===== src/rtl/irqc_pkg.sv =====
package irqc_pkg;

    // register selection produced by the address decoder
    typedef enum logic [3:0] {
        SEL_NONE,
        SEL_EN_LO,
        SEL_EN_HI,
        SEL_ACK_LO,
        SEL_ACK_HI,
        SEL_PEND_LO,
        SEL_PEND_HI,
        SEL_LVL_LO,
        SEL_ZERO
    } reg_sel_e;

    // byte offsets of the register window
    localparam int OFF_PEND_HI = 'h10;
    localparam int OFF_EN_HI   = 'h14;
    localparam int OFF_ACK_HI  = 'h18;
    localparam int OFF_SPARE   = 'h1c;
    localparam int OFF_PEND_LO = 'h20;
    localparam int OFF_EN_LO   = 'h24;
    localparam int OFF_ACK_LO  = 'h28;
    localparam int OFF_LVL_LO  = 'h2c;
    localparam int OFF_TONE    = 'h38;

endpackage


===== src/rtl/irqc_decode.sv =====
module irqc_decode
    import irqc_pkg::*;
#(
    parameter int ADDR_W = 8
) (
    input  logic [ADDR_W-1:0] addr_i,
    input  logic              wr_en_i,
    input  logic              rd_en_i,
    output reg_sel_e          wsel_o,
    output reg_sel_e          rsel_o,
    output logic              bad_o
);

    // write-side map
    always_comb begin
        wsel_o = SEL_NONE;
        if (wr_en_i) begin
            case (addr_i)
                ADDR_W'(OFF_EN_LO):  wsel_o = SEL_EN_LO;
                ADDR_W'(OFF_EN_HI):  wsel_o = SEL_EN_HI;
                ADDR_W'(OFF_ACK_LO): wsel_o = SEL_ACK_LO;
                ADDR_W'(OFF_ACK_HI): wsel_o = SEL_ACK_HI;
                ADDR_W'(OFF_TONE):   wsel_o = SEL_ZERO;
                default:             wsel_o = SEL_NONE;
            endcase
        end
    end

    // read-side map
    always_comb begin
        rsel_o = SEL_NONE;
        if (rd_en_i) begin
            case (addr_i)
                ADDR_W'(OFF_EN_LO):   rsel_o = SEL_EN_LO;
                ADDR_W'(OFF_EN_HI):   rsel_o = SEL_EN_HI;
                ADDR_W'(OFF_PEND_LO): rsel_o = SEL_PEND_LO;
                ADDR_W'(OFF_PEND_HI): rsel_o = SEL_PEND_HI;
                ADDR_W'(OFF_LVL_LO):  rsel_o = SEL_LVL_LO;
                ADDR_W'(OFF_SPARE),
                ADDR_W'(OFF_TONE):    rsel_o = SEL_ZERO;
                default:              rsel_o = SEL_NONE;
            endcase
        end
    end

    assign bad_o = (wr_en_i && (wsel_o == SEL_NONE)) ||
                   (rd_en_i && (rsel_o == SEL_NONE));

endmodule


===== src/rtl/irqc_bank.sv =====
module irqc_bank #(
    parameter int             W         = 32,
    parameter bit             HAS_LEVEL = 1'b0,
    parameter logic [W-1:0]   LVL_MASK  = '0
) (
    input  logic         clk,
    input  logic         rst_n,
    input  logic [W-1:0] raise_i,
    input  logic [W-1:0] cancel_i,
    input  logic         en_we_i,
    input  logic         ack_we_i,
    input  logic [W-1:0] wdata_i,
    output logic [W-1:0] pend_o,
    output logic [W-1:0] lvl_o,
    output logic [W-1:0] en_o,
    output logic         req_o
);

    logic [W-1:0] pend_q;
    logic [W-1:0] en_q;
    logic [W-1:0] ack_bits;

    assign ack_bits = ack_we_i ? wdata_i : '0;

    // raise beats acknowledge, cancel beats raise
    always_ff @(posedge clk or negedge rst_n) begin
        if (!rst_n) begin
            pend_q <= '0;
        end else begin
            pend_q <= ((pend_q & ~ack_bits) | raise_i) & ~cancel_i;
        end
    end

    always_ff @(posedge clk or negedge rst_n) begin
        if (!rst_n) begin
            en_q <= '0;
        end else if (en_we_i) begin
            en_q <= wdata_i;
        end
    end

    generate
        if (HAS_LEVEL) begin : g_level
            logic [W-1:0] lvl_q;
            always_ff @(posedge clk or negedge rst_n) begin
                if (!rst_n) begin
                    lvl_q <= '0;
                end else begin
                    lvl_q <= (lvl_q | (raise_i & LVL_MASK)) & ~cancel_i;
                end
            end
            assign lvl_o = lvl_q;
        end else begin : g_no_level
            assign lvl_o = '0;
        end
    endgenerate

    assign pend_o = pend_q;
    assign en_o   = en_q;
    assign req_o  = |((pend_q | lvl_o) & en_q);


    raise_sets_chk: assert property (@(posedge clk) disable iff (!rst_n)
        (|(raise_i & ~cancel_i)) |=> ((pend_q & $past(raise_i & ~cancel_i)) == $past(raise_i & ~cancel_i)));


    cancel_clears_chk: assert property (@(posedge clk) disable iff (!rst_n)
        (|cancel_i) |=> (((pend_q | lvl_o) & $past(cancel_i)) == '0));


    ack_keeps_level_chk: assert property (@(posedge clk) disable iff (!rst_n)
        (ack_we_i && (raise_i == '0) && (cancel_i == '0)) |=> $stable(lvl_o));


    level_in_mask_chk: assert property (@(posedge clk) disable iff (!rst_n)
        (lvl_o & ~LVL_MASK) == '0);

endmodule


===== src/rtl/irq_bank_ctrl.sv =====
module irq_bank_ctrl
    import irqc_pkg::*;
#(
    parameter int           BANK_W     = 32,
    parameter int           ADDR_W     = 8,
    parameter logic [31:0]  LEVEL_MASK = 32'h0010_0C00
) (
    input  logic                clk,
    input  logic                rst_n,
    input  logic [2*BANK_W-1:0] raise_i,
    input  logic [2*BANK_W-1:0] cancel_i,
    input  logic [ADDR_W-1:0]   addr_i,
    input  logic                wr_en_i,
    input  logic [BANK_W-1:0]   wr_data_i,
    input  logic                rd_en_i,
    output logic [BANK_W-1:0]   rd_data_o,
    output logic                irq_o,
    output logic                err_o
);

    localparam int NSRC = 2 * BANK_W;

    reg_sel_e           wsel;
    reg_sel_e           rsel;
    logic               bad;
    logic [BANK_W-1:0]  pend_lo, pend_hi, lvl_lo, lvl_hi, en_lo, en_hi;
    logic               req_lo, req_hi;
    logic [BANK_W-1:0]  rd_mux;
    logic [BANK_W-1:0]  rd_q;
    logic               err_q;

    irqc_decode #(.ADDR_W(ADDR_W)) u_dec (
        .addr_i  (addr_i),
        .wr_en_i (wr_en_i),
        .rd_en_i (rd_en_i),
        .wsel_o  (wsel),
        .rsel_o  (rsel),
        .bad_o   (bad)
    );

    irqc_bank #(.W(BANK_W), .HAS_LEVEL(1'b1), .LVL_MASK(LEVEL_MASK[BANK_W-1:0])) u_lo (
        .clk      (clk),
        .rst_n    (rst_n),
        .raise_i  (raise_i[BANK_W-1:0]),
        .cancel_i (cancel_i[BANK_W-1:0]),
        .en_we_i  (wsel == SEL_EN_LO),
        .ack_we_i (wsel == SEL_ACK_LO),
        .wdata_i  (wr_data_i),
        .pend_o   (pend_lo),
        .lvl_o    (lvl_lo),
        .en_o     (en_lo),
        .req_o    (req_lo)
    );

    irqc_bank #(.W(BANK_W), .HAS_LEVEL(1'b0), .LVL_MASK('0)) u_hi (
        .clk      (clk),
        .rst_n    (rst_n),
        .raise_i  (raise_i[NSRC-1:BANK_W]),
        .cancel_i (cancel_i[NSRC-1:BANK_W]),
        .en_we_i  (wsel == SEL_EN_HI),
        .ack_we_i (wsel == SEL_ACK_HI),
        .wdata_i  (wr_data_i),
        .pend_o   (pend_hi),
        .lvl_o    (lvl_hi),
        .en_o     (en_hi),
        .req_o    (req_hi)
    );

    always_comb begin
        case (rsel)
            SEL_EN_LO:   rd_mux = en_lo;
            SEL_EN_HI:   rd_mux = en_hi;
            SEL_PEND_LO: rd_mux = pend_lo;
            SEL_PEND_HI: rd_mux = pend_hi;
            SEL_LVL_LO:  rd_mux = lvl_lo;
            default:     rd_mux = '0;
        endcase
    end

    always_ff @(posedge clk or negedge rst_n) begin
        if (!rst_n) begin
            rd_q  <= '0;
            err_q <= 1'b0;
        end else begin
            rd_q  <= rd_mux;
            err_q <= bad;
        end
    end

    assign rd_data_o = rd_q;
    assign err_o     = err_q;
    assign irq_o     = req_lo | req_hi;


    reset_quiet_chk: assert property (@(posedge clk)
        $rose(rst_n) |-> (!irq_o && !err_o && (rd_data_o == '0)));


    err_idle_chk: assert property (@(posedge clk) disable iff (!rst_n)
        (!wr_en_i && !rd_en_i) |=> !err_o);


    no_read_no_data_chk: assert property (@(posedge clk) disable iff (!rst_n)
        !rd_en_i |=> (rd_data_o == '0));


    high_bank_no_level_chk: assert property (@(posedge clk) disable iff (!rst_n)
        lvl_hi == '0);

endmodule


===== config.mk =====
export PLATFORM = sky130hd
export DESIGN_NAME = irq_bank_ctrl
export DESIGN_NICKNAME = d
export VERILOG_FILES = /design/src/rtl/irqc_pkg.sv /design/src/rtl/irqc_decode.sv /design/src/rtl/irqc_bank.sv /design/src/rtl/irq_bank_ctrl.sv
export SDC_FILE = /design/constraint.sdc
export NUM_CORES = 1
export LEC_CHECK = 0
export ABC_CLOCK_PERIOD_IN_PS = 2600
export BUFFER_PORTS_ARGS = -buffer_cell sky130_fd_sc_hd__buf_2
export CORE_ASPECT_RATIO = 1.25
export CORE_MARGIN = 2
export CORE_UTILIZATION = 54
export DETAILED_ROUTE_END_ITERATION = 16
export PLACE_DENSITY_LB_ADDON = 0.15
export SETUP_SLACK_MARGIN = 0.3
export SYNTH_ARGS = -nofsm -noshare
export SYNTH_HDL_FRONTEND = slang
export SYNTH_HIERARCHICAL = 1
export SYNTH_SLANG_ARGS = --single-unit

===== constraint.sdc =====
create_clock -name clk -period 2.6 [get_ports clk]
set_clock_uncertainty 0.15 [all_clocks]
set_input_delay 0.65 -clock clk [delete_from_list [all_inputs] [get_ports clk]]
set_output_delay 0.65 -clock clk [all_outputs]
set_load 0.02 [all_outputs]

==> summary.md <==
| Metric | Value |
|---|---|
| Initial antenna violation count | 0 |
| Diode count | 0 |
| Core ar. | 0.0161 mm² |
| CTS root buf | clkbuf_16 |
| Clk sinks | 193 |
| Area grow syn2layout | 39.1% |
| Max-slew violations | 0 |
| Clk slew on worst S/H paths | around 70 ps |
| Crit Path Class | reg -> out |
| DRC | 0 |
| Detailed placer's ending HPWL | 17400 µm |
| Setup crit start kind | register |
| Total of warnings raised by yosys | 6 |
| Max-cap viol count | 0 |
| F_max | between 0.3 and 0.4 GHz |
| Outcome | complete, but fails checks |
| Total power | approximately 6700 µW |
| Maximum VDD drop | 0.461 mV |
| RSZ-0062 raised after global routing | true |
| Cells after DPL | 1221 |
| Die W | 118 µm |
| Failing checks | setup timing |
| Worst R2R Start | u_hi/pend_o[17]$_DFF_PN0_ |
| Total gr overflow | 0 |
| CTS HTree Levels | 4 |
| Vias in the first global route | 7266 |
| Worst-path fanout max | 3 |
| CP Data Arrival Time | 2180 ps |
| Routed length per instance | between 20 and 25 µm |
| Post-Syn Area | 0.00881 mm² |
| Average vias per placed instance | 5.76 |
| Worst Tran Pin Value | 621 ps |
| Reg2reg setup slack | approximately 1200 ps |
| Antenna Nets Post-Route | 0 |
| Starting Density | 0.549 |
| Fin crit period | 2980 ps |
| Cells after synthesis | 753 |
| Worst-case clock buffer depth | 2 |
| PortBufs | ~200 |
| Design Area, Final | 0.0123 mm² |
| Worst hold path class | in -> async |
| Setup-failing EPs final | 1 |
| Global-route wire length before repair | 38500 µm |
| Hold Fails Final Rpt | 0 |
| Row count | 52 |
| Share of layout cells above drive strength 1 | 0.490 |
| Worst EP required | 1800 ps |
| CTS Buf Count | 17 |
| Die area | 0.0174 mm² |
| Non-Filler Instances | 1289 |
| Power per standard cell area | 547 mW/mm² |
| # IOs | 206 |
| GPL Wtd Cong | 0.857 |
| Post-Syn Nets | 925 |
| CP startpoint | u_lo/lvl_o[4]$_DFF_PN0_ |
| Relative slew slack | 0.586 |
| GRT Util Overall | 0.289 |
| Largest net degree at the start of global routing | 55 |
| Post-DP Area | 0.0107 mm² |
| Static Leak | 0.00575 µW |
| Vias | 7428 |
| PnR worst setup slack | -382 ps |
| Chip height | 147 µm |
| Post-CTS Hold Fix Bufs | 0 |
| Clock Latency Late Sink | about 430 ps |
| Crit. End Element | primary output |
| Initial DRC count | 692 |
| DR pass1 iterations | 4 |
| Period utilization | 1.15 |
| Drt total wl | 27800 µm |
| Syn avg cell area | between 10 and 15 µm² |
| CTS tree | built |
| Final nets | ~1200 |
==> through the flow <==
step	TNS, ps	utilization	hold WS (ps)	setup slack (ps)
final	-382	0.763	29.7	-382
after CTS	-358	0.712	26.2	-358
after floorplan	0	-	204	56.6
after detailed placement	-27690	0.667	358	-437
after global placement	-22810	0.667	352	-352
after global routing	-481	0.763	43.5	-481
==> state kept, by name, indices dropped and copies added (netlist names) <==
signal / count
u_lo/en_o: 32
u_hi/pend_o: 32
err_o: 1
u_hi/en_o: 32
u_lo/pend_o: 32
rd_data_o: 32
u_lo/lvl_o: 32
==> layout make-up <==
class                      instances  area (µm²)
timing repair buffer             321        2370
multi-input combinational        527        4210
tap                              216         270
sequential                       193        4830
fill                            1089        3810
clock inverter                     8        75.1
clock buffer                      24         502
==> power by group <==
group	switching [µW]	total, µW	internal, µW
registers	152	3320	3160
clock network	1110	2560	1450
logic	374	840	466
==> cells in the final DEF (no fill, tap or decap), drive strengths merged, types with 2 or more instances in the layout <==
| cell | instances |
|---|---|
| xnor2 | 2 |
| nand4 | 12 |
| mux2i | 32 |
| clkbuf | 35 |
| nor3b | 3 |
| nand3 | 3 |
| nand2 | 72 |
| buf | 310 |
| nor4b | 3 |
| a21oi | 66 |
| clkinv | 5 |
| nor2b | 30 |
| dfrtp | 193 |
| a22oi | 17 |
| o211ai | 2 |
| o21ai | 33 |
| mux2 | 96 |
| nand2b | 2 |
| nor4 | 3 |
| nor2 | 110 |
| a221o | 32 |
==> routing by layer <==
layer / track usage / vias to the layer above / part of all wire
met2: 0.489 / 335 / 0.51
met4: 0.105 / 0 / 0.034
met5: 0 / - / 0
met1: 0.374 / 3729 / 0.40
met3: 0.0520 / 65 / 0.060
li1: - / 3299 / -
==> repair_timing <==
item / in CTS / in global routing
cloned: 2 / 14
resized for setup: 21 / 110
setup endpoints to repair: 101 / 129
buffers inserted: 5 / 15
pin swaps: 7 / 53
hold endpoints to repair: 0 / 0
==> worst paths after layout <==
| path | endpoint | depth (start not counted) |
|---|---|---|
| worst max-delay path | irq_o | 7 |
| worst min-delay path | u_lo/pend_o[15]$_DFF_PN0_ | 1 |
| worst max register to register | rd_data_o[17]$_DFF_PN0_ | 3 |
| worst min register to register | u_lo/lvl_o[22]$_DFF_PN0_ | 1 |
| max in group asynchronous | u_lo/pend_o[24]$_DFF_PN0_ | 2 |
| min in group clk | u_hi/pend_o[26]$_DFF_PN0_ | 2 |
==> critical path, stage by stage, from the launching register on <==
cell     delay (ps)
dfrtp_1         410
o21ai_0         240
nand4_1         160
nor4_2          330
buf_4           160
nand2_1          50
or2_4           270
buf_6           130
Note: power is estimated with default switching activity, not from simulation.
